==> src/rtl/iomap_pkg.sv <==
package iomap_pkg;
  localparam int RGN_LSB   = 8;
  localparam int FIELD_W   = 3;
  localparam int SUB_LSB   = 4;
  localparam int IDX_W     = 4;
  localparam int ROMIX_W   = 8;
  localparam int OFS_W     = RGN_LSB + FIELD_W;
  localparam int NDEV      = 1 << FIELD_W;
  localparam int CAL_W     = 4;
  localparam int CAL_EN_BIT = 4;

  typedef enum logic [FIELD_W-1:0] {
    RG_SLOTREG = 3'd0,
    RG_ROM1    = 3'd1,
    RG_ROM2    = 3'd2,
    RG_ROM3    = 3'd3,
    RG_ROM4    = 3'd4,
    RG_STATUS  = 3'd5,
    RG_CAL     = 3'd6,
    RG_PORTS   = 3'd7
  } region_e;

  localparam logic [FIELD_W-1:0] DEV_SER0   = 3'd1;
  localparam logic [FIELD_W-1:0] DEV_SER1   = 3'd2;
  localparam logic [FIELD_W-1:0] DEV_CALSTB = 3'd4;
  localparam logic [IDX_W-1:0]   SER_STAT_IDX = 4'd1;
  localparam logic [7:0]         SER_STAT_VAL = 8'h10;
endpackage

==> src/rtl/iomap_addr_dec.sv <==
module iomap_addr_dec
  import iomap_pkg::*;
#(
  parameter int NSLOT = 4
) (
  input  logic                 acc,
  input  logic [OFS_W-1:0]     addr,
  input  logic [NSLOT-1:0]     present,
  input  logic                 cal_open,
  output logic [NSLOT-1:0]     reg_sel,
  output logic [NSLOT-1:0]     rom_sel,
  output logic [ROMIX_W-1:0]   sidx,
  output logic                 stat_sel,
  output logic                 cal_sel,
  output logic [NDEV-1:0]      dev_sel,
  output logic [IDX_W-1:0]     didx
);
  region_e              region;
  logic [FIELD_W-1:0]   sub;
  logic [IDX_W-1:0]     lidx;

  assign region = region_e'(addr[RGN_LSB +: FIELD_W]);
  assign sub    = addr[SUB_LSB +: FIELD_W];
  assign lidx   = addr[IDX_W-1:0];

  for (genvar g = 0; g < NSLOT; g++) begin : g_slot
    localparam logic [FIELD_W-1:0] CODE = FIELD_W'(g + 1);
    assign reg_sel[g] = acc && present[g] && (region == RG_SLOTREG) && (sub == CODE);
    assign rom_sel[g] = acc && present[g] && (addr[RGN_LSB +: FIELD_W] == CODE);
  end

  always_comb begin
    if (region == RG_SLOTREG) sidx = {{(ROMIX_W-IDX_W){1'b0}}, lidx};
    else                      sidx = addr[ROMIX_W-1:0];
  end

  assign stat_sel = acc && (region == RG_STATUS);
  assign cal_sel  = acc && cal_open && (region == RG_CAL);

  for (genvar d = 0; d < NDEV; d++) begin : g_dev
    assign dev_sel[d] = acc && (region == RG_PORTS) && (sub == FIELD_W'(d));
  end

  assign didx = lidx;
endmodule

==> src/rtl/iomap_cal_latch.sv <==
module iomap_cal_latch
  import iomap_pkg::*;
(
  input  logic             clk,
  input  logic             rst_n,
  input  logic             stb_wr,
  input  logic [7:0]       wdata,
  output logic             en,
  output logic [CAL_W-1:0] addr
);
  logic             en_q, en_d;
  logic [CAL_W-1:0] addr_q, addr_d;
  logic             upd;

  assign upd = stb_wr && (wdata[CAL_EN_BIT] != en_q);

  always_comb begin
    en_d   = wdata[CAL_EN_BIT];
    addr_d = addr_q;
    if (!wdata[CAL_EN_BIT]) addr_d = wdata[CAL_W-1:0];
  end

  always_ff @(posedge clk or negedge rst_n) begin
    if (!rst_n) begin
      en_q   <= 1'b0;
      addr_q <= '0;
    end else if (upd) begin
      en_q   <= en_d;
      addr_q <= addr_d;
    end
  end

  assign en   = en_q;
  assign addr = addr_q;
endmodule

==> src/rtl/iomap_rd_mux.sv <==
module iomap_rd_mux
  import iomap_pkg::*;
#(
  parameter int NSLOT  = 4,
  parameter int BYTE_W = 8
) (
  input  logic [NSLOT-1:0]        reg_sel,
  input  logic [NSLOT-1:0]        rom_sel,
  input  logic                    stat_sel,
  input  logic                    cal_sel,
  input  logic [NDEV-1:0]         dev_sel,
  input  logic [IDX_W-1:0]        didx,
  input  logic [NSLOT*BYTE_W-1:0] reg_rdata,
  input  logic [NSLOT*BYTE_W-1:0] rom_rdata,
  input  logic [BYTE_W-1:0]       stat_rdata,
  input  logic [CAL_W-1:0]        cal_rdata,
  input  logic [NDEV*BYTE_W-1:0]  dev_rdata,
  output logic [BYTE_W-1:0]       rd
);
  logic ser_stat;

  assign ser_stat = (dev_sel[DEV_SER0] || dev_sel[DEV_SER1]) && (didx == SER_STAT_IDX);

  always_comb begin
    rd = '0;
    for (int g = 0; g < NSLOT; g++) begin
      if (reg_sel[g]) rd = rd | reg_rdata[g*BYTE_W +: BYTE_W];
      if (rom_sel[g]) rd = rd | rom_rdata[g*BYTE_W +: BYTE_W];
    end
    if (stat_sel) rd = rd | stat_rdata;
    if (cal_sel)  rd = rd | {{(BYTE_W-CAL_W){1'b0}}, cal_rdata};
    for (int d = 0; d < NDEV; d++) begin
      if (dev_sel[d]) rd = rd | dev_rdata[d*BYTE_W +: BYTE_W];
    end
    if (ser_stat) rd = BYTE_W'(SER_STAT_VAL);
  end
endmodule

==> src/rtl/iomap_decoder.sv <==
module iomap_decoder
  import iomap_pkg::*;
#(
  parameter int NSLOT  = 4,
  parameter int BYTE_W = 8
) (
  input  logic                    clk,
  input  logic                    rst_n,
  input  logic                    req_valid,
  input  logic                    req_write,
  input  logic [1:0]              req_be,
  input  logic [OFS_W-1:0]        req_addr,
  input  logic [BYTE_W-1:0]       req_wdata,
  output logic                    rsp_valid,
  output logic [2*BYTE_W-1:0]     rsp_rdata,
  input  logic [NSLOT-1:0]        slot_present,
  output logic [NSLOT-1:0]        slot_reg_sel,
  output logic [NSLOT-1:0]        slot_rom_sel,
  output logic [ROMIX_W-1:0]      slot_idx,
  input  logic [NSLOT*BYTE_W-1:0] slot_reg_rdata,
  input  logic [NSLOT*BYTE_W-1:0] slot_rom_rdata,
  output logic                    stat_sel,
  input  logic [BYTE_W-1:0]       stat_rdata,
  output logic                    cal_sel,
  output logic [CAL_W-1:0]        cal_addr,
  output logic [CAL_W-1:0]        cal_wdata,
  input  logic [CAL_W-1:0]        cal_rdata,
  output logic [NDEV-1:0]         dev_sel,
  output logic [IDX_W-1:0]        dev_idx,
  input  logic [NDEV*BYTE_W-1:0]  dev_rdata,
  output logic                    wr_en,
  output logic [BYTE_W-1:0]       wr_byte
);
  localparam int RSP_W = 2 * BYTE_W;

  logic       rst_meta_q, rst_sync_n;
  logic       acc;
  logic       cal_en;
  logic       stb_wr;
  logic [BYTE_W-1:0] rd_byte;
  logic              rsp_valid_q, rsp_valid_d;
  logic [RSP_W-1:0]  rsp_data_q, rsp_data_d;

  // asynchronous assertion, synchronous release
  always_ff @(posedge clk or negedge rst_n) begin
    if (!rst_n) begin
      rst_meta_q <= 1'b0;
      rst_sync_n <= 1'b0;
    end else begin
      rst_meta_q <= 1'b1;
      rst_sync_n <= rst_meta_q;
    end
  end

  assign acc = req_valid && req_be[0];

  iomap_addr_dec #(.NSLOT(NSLOT)) u_dec (
    .acc      (acc),
    .addr     (req_addr),
    .present  (slot_present),
    .cal_open (!cal_en),
    .reg_sel  (slot_reg_sel),
    .rom_sel  (slot_rom_sel),
    .sidx     (slot_idx),
    .stat_sel (stat_sel),
    .cal_sel  (cal_sel),
    .dev_sel  (dev_sel),
    .didx     (dev_idx)
  );

  assign stb_wr = req_write && dev_sel[DEV_CALSTB];

  iomap_cal_latch u_cal (
    .clk    (clk),
    .rst_n  (rst_sync_n),
    .stb_wr (stb_wr),
    .wdata  (req_wdata),
    .en     (cal_en),
    .addr   (cal_addr)
  );

  iomap_rd_mux #(.NSLOT(NSLOT), .BYTE_W(BYTE_W)) u_mux (
    .reg_sel    (slot_reg_sel),
    .rom_sel    (slot_rom_sel),
    .stat_sel   (stat_sel),
    .cal_sel    (cal_sel),
    .dev_sel    (dev_sel),
    .didx       (dev_idx),
    .reg_rdata  (slot_reg_rdata),
    .rom_rdata  (slot_rom_rdata),
    .stat_rdata (stat_rdata),
    .cal_rdata  (cal_rdata),
    .dev_rdata  (dev_rdata),
    .rd         (rd_byte)
  );

  assign wr_en     = acc && req_write;
  assign wr_byte   = req_wdata;
  assign cal_wdata = req_wdata[CAL_W-1:0];

  always_comb begin
    rsp_valid_d = req_valid && !req_write;
    rsp_data_d  = '0;
    if (acc && !req_write) rsp_data_d = {{BYTE_W{1'b0}}, rd_byte};
  end

  always_ff @(posedge clk or negedge rst_sync_n) begin
    if (!rst_sync_n) begin
      rsp_valid_q <= 1'b0;
      rsp_data_q  <= '0;
    end else begin
      rsp_valid_q <= rsp_valid_d;
      rsp_data_q  <= rsp_data_d;
    end
  end

  assign rsp_valid = rsp_valid_q;
  assign rsp_rdata = rsp_data_q;
endmodule

==> config.mk <==
export PLATFORM = sky130hd
export DESIGN_NAME = iomap_decoder
export DESIGN_NICKNAME = d
export VERILOG_FILES = /design/src/rtl/iomap_pkg.sv /design/src/rtl/iomap_addr_dec.sv /design/src/rtl/iomap_cal_latch.sv /design/src/rtl/iomap_rd_mux.sv /design/src/rtl/iomap_decoder.sv
export SDC_FILE = /design/constraint.sdc
export NUM_CORES = 1
export LEC_CHECK = 0
export BUFFER_PORTS_ARGS = -buffer_cell sky130_fd_sc_hd__buf_2
export CORE_AREA = 2 2 91 93
export CTS_BUF_LIST = sky130_fd_sc_hd__clkbuf_4 sky130_fd_sc_hd__clkbuf_8 sky130_fd_sc_hd__clkbuf_16
export DETAILED_ROUTE_END_ITERATION = 12
export DIE_AREA = 0 0 93 95
export GPL_TIMING_DRIVEN = 1
export PLACE_DENSITY = 0.78
export SKIP_CTS_REPAIR_TIMING = 1
export SLEW_MARGIN = 20
export SYNTH_ARGS = -nofsm -noshare
export SYNTH_HDL_FRONTEND = slang
export SYNTH_SLANG_ARGS = --single-unit
==> constraint.sdc <==
create_clock -name clk -period 1.4 [get_ports clk]
set_clock_uncertainty 0.2 [all_clocks]
set_input_delay 0.14 -clock clk [delete_from_list [all_inputs] [get_ports clk]]
set_output_delay 0.14 -clock clk [all_outputs]
set_load 0.05 [all_outputs]
# Yosys cells after proc, flatten, opt, wreduce, memory -nomap -nowiden
# Index checks and enable logic that the tools add are counted.
[totals]
register_bits = 16
input_bits = 169
out_inout_bits = 64
word_cells = 102
[classes]
eq_ne = 16
muxes = 21
bitwise_logic = 18
reduce_logical = 41
[op_table]
columns = ["cell", "count"]
rows = [
  ["two-way mux 8 bit", 21],
  ["OR 8 bit", 16],
  ["logical AND 1 bit", 35],
  ["equality test 3 bit, second input constant", 8],
  ["equality test 3 x 2 -> 1 bit, second input constant", 4],
  ["OR 8 x 4 -> 8 bit", 1],
  ["equality test 3 x 1 -> 1 bit, second input constant", 2],
  ["zero test 3 bit", 2],
  ["equality test 4 x 1 -> 1 bit, second input constant", 1],
  ["zero test 1 bit", 2],
  ["AND reduction 2 bit", 1],
  ["logical OR 1 bit", 1],
  ["!= test 1 bit", 1],
  ["NOT 1 bit", 1],
]

# Longest topological paths before layout
# Gate-level depths: netlist of the first run.
[depth]
ltp_word = 41
depth_mapped = 7
mapped_depth_nobuf = 5

# Modules after synthesis
# From an unflattened synthesis of the first run, not the netlist that was laid out.
[unflattened]
cells_unflattened = 216
hier_area_um2 = 2009.4
[by_module_without_submodules]
columns = ["module", "n_inst", "cells_each", "area_each_um2", "seq_area_each_um2"]
rows = [
  ["iomap_rd_mux", 1, 107, 873.3, 0.0],
  ["iomap_decoder", 1, 48, 564.3, 275.3],
  ["iomap_addr_dec", 1, 50, 355.3, 0.0],
  ["iomap_cal_latch", 1, 11, 216.5, 125.1],
]

# Worst setup path after synthesis of the first run
# Ideal clock, no wire load.
[synth_path]
kind = "in2reg"
startpoint = "in req_addr[10]"
endpoint = "reg rsp_data_q[3] (netlist: rsp_rdata[3])"
setup_ns = 0.082
arrival_ns = 2.204
t_required_ns = 1.118
path_slack_ns = -1.086
path_stages = 6
n_path_buf = 1
path_cell_list = "buf_4 nand3_1 nor3b_1 a22o_1 a2111oi_0 a31oi_1"
[synth_between]
word_cells_on_any_way = 70
cone_classes = "eq/ne (7); mux (20); bitwise (17); reduce/logical (26)"
[synth_rtl]
columns = ["element", "line_no", "text"]
rows = [
  ["start: declaration", "iomap_decoder.sv:12", "input logic [OFS_W-1:0] req_addr,"],
  ["equality test 3 bit (*)", "iomap_addr_dec.sv:37", "assign stat_sel = acc && (region == RG_STATUS);"],
  ["logical AND 1 bit (*)", "iomap_addr_dec.sv:37", ""],
  ["named net stat_sel", "iomap_decoder.sv:22", "output logic stat_sel,"],
  ["two-way mux 8 bit (*)", "iomap_rd_mux.sv:30", "if (stat_sel) rd = rd | stat_rdata;"],
  ["OR 8 x 4 -> 8 bit", "iomap_rd_mux.sv:31", "if (cal_sel) rd = rd | {{(BYTE_W-CAL_W){1'b0}}, cal_rdata};"],
  ["two-way mux 8 bit (*)", "iomap_rd_mux.sv:31", ""],
  ["OR 8 bit", "iomap_rd_mux.sv:33", "if (dev_sel[d]) rd = rd | dev_rdata[d*BYTE_W +: BYTE_W];"],
  ["two-way mux 8 bit (*)", "iomap_rd_mux.sv:33", ""],
  ["[9 not listed]", "-", ""],
  ["two-way mux 8 bit (*)", "iomap_rd_mux.sv:33", ""],
  ["OR 8 bit", "iomap_rd_mux.sv:33", ""],
  ["two-way mux 8 bit (*)", "iomap_rd_mux.sv:33", ""],
  ["OR 8 bit", "iomap_rd_mux.sv:33", ""],
  ["two-way mux 8 bit (*)", "iomap_rd_mux.sv:33", ""],
  ["two-way mux 8 bit (*)", "iomap_rd_mux.sv:35", "if (ser_stat) rd = BYTE_W'(SER_STAT_VAL);"],
  ["two-way mux 8 bit (*)", "iomap_decoder.sv:104", "if (acc && !req_write) rsp_data_d = {{BYTE_W{1'b0}}, rd_byte};"],
  ["named net rsp_data_d[3]", "iomap_decoder.sv:42", "logic [RSP_W-1:0] rsp_data_q, rsp_data_d;"],
  ["end signal: assignment", "iomap_decoder.sv:113", "rsp_data_q <= rsp_data_d;"],
  ["end: declaration", "iomap_decoder.sv:42", ""],
]
# The timed path passes the listed nets; every way through them passes the cells marked *.
# A chain may end at the register's enable or synchronous reset.

# Final worst setup path of the first run
[layout_path]
startpoint = "in req_addr[4]"
endpoint = "out slot_reg_sel[1]"
[layout_between]
elab_chain_cells = 2
[layout_lines]
columns = ["element", "line_no", "text"]
rows = [
  ["equality test 3 x 2 -> 1 bit", "iomap_addr_dec.sv:28", "assign reg_sel[g] = acc && present[g] && (region == RG_SLOTREG) && (sub == CODE);"],
  ["logical AND 1 bit", "iomap_addr_dec.sv:28", ""],
  ["end: declaration", "iomap_decoder.sv:17", "output logic [NSLOT-1:0] slot_reg_sel,"],
]
# No other way between the ends.

==> impl_metrics.ini, run 1 <==
[worst_setup_path]
ff2ff_path_depth = 5
critPathArrivalTime_ns = 1.35
r2r_end = rsp_rdata[2]$_DFF_PN0_
path_cells = buf_12, buf_8, buf_6, nor4bb_4, and3_4, buf_6, buf_8
worstSetupPathType = in -> out
path_depth = 7
crit_path_start_kind = input pin
r2r-start = u_cal.en$_DFFE_PN0P_
cp-startpoint = req_addr[4]
cp_slowest_stage_delay_ns = 0.36
cp-endpoint = slot_reg_sel[1]
critPathCaptureType = output pin
slowest_stage = nor4bb_4
required_ns = 1.06
path_max_fanout = 6
cp_top_family = simple AND/OR/NAND/NOR gates
r2r_slack_ns = -0.10
cp.buffers_inverters = 5

[sta]
fmax_mhz = 591.4
rsz0062_at_grt = true
worstMarginPinSlew_ns = 0.6122
hold_slack_ns = 0.008947
layout_setup_ws_ns = -0.2909
max-slew-margin-rel = 0.5918
maxSlewViolCount = 0
period_needed_ns = 1.691
setup_viol = 28
finalCritPeriodShare = 1.208
finalHoldViolations = 0

[final_layout]
drive_gt1_frac = 0.7345
multi_input_area_sq_um = 1978
seq_area_sq_um = 400.4
nets = 720
final_common_cell = buf_2
num_antenna_cells = 0
syn_to_final_growth_pct = 122.7
final_cell_mix = buf_2 (188), buf_4 (61), buf_6 (31)
fill_cells = 640

[global_routing]
grt_max_degree = 15
grt_pass1_vias = 3340
use_met3 = 0.05507
grt_busiest_layer = met2
met2_usage = 0.4680
grt_use_total = 0.2601
grt_pass1_wl_um = 17510
grt-ovfl-total = 0
antenna_found_initial = 0
grt_util_met1 = 0.3112

[clocking]
cts_made_buffers = 3
clock-sinks = 16
path_clk_slew_ns = 0.06
cts_max_level = 1
root_buffer = clkbuf_8
tritoncts = built
clk_latency_ns = 0.25
clock_path_buffers = 2

[route]
dr.pass1.iters = 5
vias_per_cell = 5.456
drc = 0
wirelength_um = 13820
drt_iter0_markers = 269
avgRoutedWirePerCell_um = 21.10
antenna_left = 0
vias = 3574

[pwr]
power.density_nw_per_um2 = 406.7
cellLeakagePower_nw = 2.450
irDropWorstVdd_mv = 0.2349
power_w = 0.001999

[die]
chipWidth_um = 93
core_area_sq_um = 7928
io_pins = 233
rows = 33
die-area_sq_um = 8835
die_h_um = 95
initial_core_util = 0.2784

[logic_synthesis]
synth-compound-area-share = 0.2954
yosys.area_share.xor_xnor = 0
netlist_area_sq_um = 2207
synth.distinct_cells = 54
ys_async_sr_fraction = 1.000
ys_seq_area_frac = 0.1814
ys_warn_count = 0
yosys-mux-area-fraction = 0.1111
ys_seq_elements = 16
yosys.area_share.adder = 0
synthCells = 263
synth_top_family_by_area = compound AO/OA/AOI/OAI gates
syn_avg_cell_area_sq_um = 8.392
synth_simple_gate_area_share = 0.2744
synth_ff_type = dfrtp_1
synth_edf_count = 0

[job]
drv.max_cap_violation_count = 0

[placed_design]
placement.io_buffers = 217
place.gp.congestion = 0.9136
dp_hpwl_um = 10670

[min_path]
hold_class = in -> async

[status]
status = complete, but fails checks
violations = negative setup slack
[layout make-up]
cell class              count  area share
repair buffers            320      0.4782
multi-input cells         210      0.4024
flip-flops and latches     16     0.08145
well taps                 105     0.02672
clock buffers               4     0.01120
[synth_stat cells (3+ instances only)]
library cell	count	share of area
mux2_2	7	0.036
a32oi_1	4	0.016
nor3_2	4	0.018
a21oi_1	4	0.0091
buf_2	9	0.020
nand3b_1	3	0.010
a22oi_1	21	0.071
mux2_1	5	0.026
o21ai_0	6	0.014
a22o_1	12	0.048
and2_1	11	0.031
nand2_1	20	0.034
o22ai_1	7	0.020
a221oi_1	5	0.020
a31oi_1	5	0.014
a211oi_1	5	0.017
nor2b_1	8	0.023
dfrtp_1	16	0.18
and3_1	7	0.020
mux2_4	4	0.027
a2111oi_0	5	0.020
nand3_1	4	0.0091
mux2i_1	5	0.023
buf_4	32	0.11
nor2_1	15	0.026
[power breakdown]
part	internal, W	switching, W	leakage [nW]
Clock	0.000249	0.000164	0.0288
Combinational	0.000526	0.000578	2.20
Sequential	0.000470	0.0000117	0.217
Total	0.00125	0.000754	2.45
[per-stage QoR]
step | TNS [ns] | setup WS (ns) | area [sq um] | utilization | std cells
after global placement | -12.92 | -0.6965 | 3792 | 0.4784 | 617
after floorplan | -8.043 | -0.6292 | 2342 | - | 270
final | -4.020 | -0.2909 | 4916 | 0.6201 | 655
after global routing | -5.016 | -0.3179 | 4916 | 0.6201 | 655
after CTS | -10.78 | -0.5287 | 3847 | 0.4853 | 621
after detailed placement | -14.07 | -0.7658 | 3792 | 0.4784 | 617
[how the worst min path moves through the flow]
| stage | startpoint | to | slack, ns |
|---|---|---|---|
| 6_report | rst_n | rst_sync_n$_DFF_PN0_ | 0.009 |
| 3_3_place_gp | rst_n | rst_meta_q$_DFF_PN0_ | -0.27 |
| 2_1_floorplan | rst_n | rst_meta_q$_DFF_PN0_ | -0.36 |
| 4_1_cts | rst_n | rst_sync_n$_DFF_PN0_ | -0.54 |
| 3_5_place_dp | rst_n | rst_sync_n$_DFF_PN0_ | -0.27 |
| 5_1_grt | rst_n | rst_sync_n$_DFF_PN0_ | 0.004 |
[kinds of logic (layout without fill, tap and decap cells)]
logic type | after synthesis | count (layout)
AO/OA/AOI/OAI | 86 | 86
multiplexers | 21 | 21
flip-flops | 16 | 16
other | 2 | 9
buffers and inverters | 44 | 324
AND/OR/NAND/NOR | 94 | 94
[flip-flops by register name, indices dropped and copies added (netlist names)]
| register | flops |
|---|---|
| u_cal.en | 1 |
| u_cal.addr | 4 |
| rsp_valid | 1 |
| rsp_rdata | 8 |
| rst_sync_n | 1 |
| rst_meta_q | 1 |
[routing by layer]
metal	share of wire	routed length, um	up-vias
li1	-	-	1571
met1	0.37	5155	1657
met2	0.47	6488	284
met3	0.10	1388	62
met4	0.057	788	0
met5	0	0	-
(Power assumes the default switching activity.)
==> run 2, diff against run 1 <==
--- a/config.mk
+++ b/config.mk
@@ -6,12 +6,13 @@
 export NUM_CORES = 1
 export LEC_CHECK = 0
 export BUFFER_PORTS_ARGS = -buffer_cell sky130_fd_sc_hd__buf_2
-export CORE_AREA = 2 2 91 93
+export CORE_AREA = 2 2 89 91
 export CTS_BUF_LIST = sky130_fd_sc_hd__clkbuf_4 sky130_fd_sc_hd__clkbuf_8 sky130_fd_sc_hd__clkbuf_16
 export DETAILED_ROUTE_END_ITERATION = 12
-export DIE_AREA = 0 0 93 95
+export DIE_AREA = 0 0 91 93
 export GPL_TIMING_DRIVEN = 1
-export PLACE_DENSITY = 0.78
+export PLACE_DENSITY = 0.81
+export REMOVE_ABC_BUFFERS = 1
 export SKIP_CTS_REPAIR_TIMING = 1
 export SLEW_MARGIN = 20
 export SYNTH_ARGS = -nofsm -noshare
==> run 2 against run 1 <==
  * The flow finishes with violations (negative hold slack, negative setup slack)
  * Worst hold slack worse by 0.012 ns
  * Critical path depth up 1
  * Non-clock buffer count up 6
  * Count of clock-buffer cells in the layout down 1
  * Worst setup slack better by 0.0025 ns
  * Routed wire length up 0.98%
  * Global-route usage about the same
  * Combinational power up 4%
  * Register-to-register slack better by 0.05 ns
  * Core utilization up 4.5 points
  * Largest power group unchanged
==> impl_metrics.ini, run 2 (synthesis gave the netlist of run 1 again) <==
[route]
avgRoutedWirePerCell_um = 21.21
vias_per_cell = 5.460
antenna_left = 0
dr.pass1.iters = 5
drt_iter0_markers = 193
wirelength_um = 13960
drc = 0
vias = 3593

[sta]
hold_slack_ns = -0.002562
finalCritPeriodShare = 1.206
finalHoldViolations = 1
period_needed_ns = 1.688
max-slew-margin-rel = 0.5811
setup_viol = 30
rsz0062_at_grt = true
layout_setup_ws_ns = -0.2885
fmax_mhz = 592.3
worstMarginPinSlew_ns = 0.6283
maxSlewViolCount = 0

[pwr]
power_switching_w = 0.0007636
power.density_nw_per_um2 = 393.9
swShare = 0.3873
intPower_w = 0.001208
cellLeakagePower_nw = 2.466
irDropWorstVdd_mv = 0.2498
pwr-share-comb = 0.579
pwr-share-clk = 0.177
pwr-share-seq = 0.244

[die]
core_area_sq_um = 7527
initial_core_util = 0.2932
io_pins = 233
chipWidth_um = 91
die-area_sq_um = 8463
rows = 32
die_h_um = 93

[clocking]
cts_max_level = 1
clock_path_buffers = 2
cts_made_buffers = 3
tritoncts = built
clock-sinks = 16
path_clk_slew_ns = 0.07
clk_latency_ns = 0.24
root_buffer = clkbuf_8

[status]
status = complete, but fails checks
violations = negative hold slack, negative setup slack

[final_layout]
syn_to_final_growth_pct = 126.8
final_cell_mix = buf_2 (187), buf_4 (75), buf_6 (30)
final_core_util = 0.6651
finish.instance_area_sq_um = 5006
largest_reg_flops = 8
final_common_cell = buf_2
nets = 726
drive_gt1_frac = 0.7694

[global_routing]
grt-ovfl-total = 0
grt_pass1_wl_um = 17180
met2_usage = 0.4500
grt_pass1_vias = 3245
grt_busiest_layer = met2
grt_util_met1 = 0.3237
grt_use_total = 0.2605
use_met3 = 0.04754
antenna_found_initial = 1
grt_max_degree = 19

[placed_design]
dp_hpwl_um = 10090
dpl_cell_area_sq_um = 3654
placement.io_buffers = 217
place.gp.congestion = 0.9901

[worst_setup_path]
worstSetupPathType = in -> reg
path_max_fanout = 5
crit_path_start_kind = input pin
critPathArrivalTime_ns = 1.61
critPathCaptureType = flop
required_ns = 1.32

[job]
drv.max_cap_violation_count = 0

[min_path]
hold_class = in -> reg
## run 2: cell count changes in the layout (fill, tap and decap cells not counted), moves of 3 or more
cell     previous run  this run
nor2_1             11         8
a22oi_1            15        11
buf_4              61        75
a22oi_2             6        10
buf_8              21        17
buf_12              7         3
nor2_2              1         5
## run 2: worst max-delay path: stages
cell	delay, ns
buf_16	0.11
buf_8	0.12
and4b_2	0.24
buf_6	0.13
a22o_1	0.21
a222oi_1	0.34
o22a_1	0.22
a31oi_1	0.09
## run 2: through the flow
step,power [W],cells,worst slack (ns),setup TNS (ns)
after global routing,0.002051,658,-0.3434,-5.015
after global placement,0.001313,612,-0.6708,-13.33
after detailed placement,0.001326,612,-0.8053,-14.54
final,0.001972,658,-0.2885,-4.020
after CTS,0.001676,615,-0.5920,-11.23
after floorplan,0.0007514,226,-0.9430,-10.25
## run 2: worst paths after layout
path / endpoint / slack, ns / startpoint / cells after the start
max: rsp_rdata[3]$_DFF_PN0_ / -0.29 / req_addr[4] / 8
min: rsp_valid$_DFF_PN0_ / -0.003 / req_write / 2
max reg2reg: rsp_rdata[1]$_DFF_PN0_ / -0.05 / u_cal.en$_DFFE_PN0P_ / 4
min reg2reg: rsp_rdata[2]$_DFF_PN0_ / 0.05 / rst_sync_n$_DFF_PN0_ / 0
max in group asynchronous: u_cal.addr[3]$_DFFE_PN0P_ / 0.54 / rst_sync_n$_DFF_PN0_ / 0
min in group asynchronous: rst_meta_q$_DFF_PN0_ / 0.01 / rst_n / 2
## run 2: cell type report
class,count,area [sq um]
diodes,1,2.502
clock buffers,3,41.29
fillers,603,2521
multi-input cells,210,2082
flip-flops and latches,16,400.4
well taps,102,127.6
repair buffers,326,2352
## run 2: per-layer routing
metal	share of wire	up-vias
met4	0.055	0
met5	0	-
met3	0.089	65
met1	0.36	1655
li1	-	1588
met2	0.49	285
## run 2: power groups by stage
stage | clock network (W) | logic (W) | registers [W]
2_1_floorplan | 0 | 0.000251 | 0.000501
3_3_place_gp | 0 | 0.000823 | 0.000490
3_5_place_dp | 0 | 0.000835 | 0.000491
4_1_cts | 0.000355 | 0.000839 | 0.000482
5_1_grt | 0.000375 | 0.00119 | 0.000484
6_report | 0.000349 | 0.00114 | 0.000482
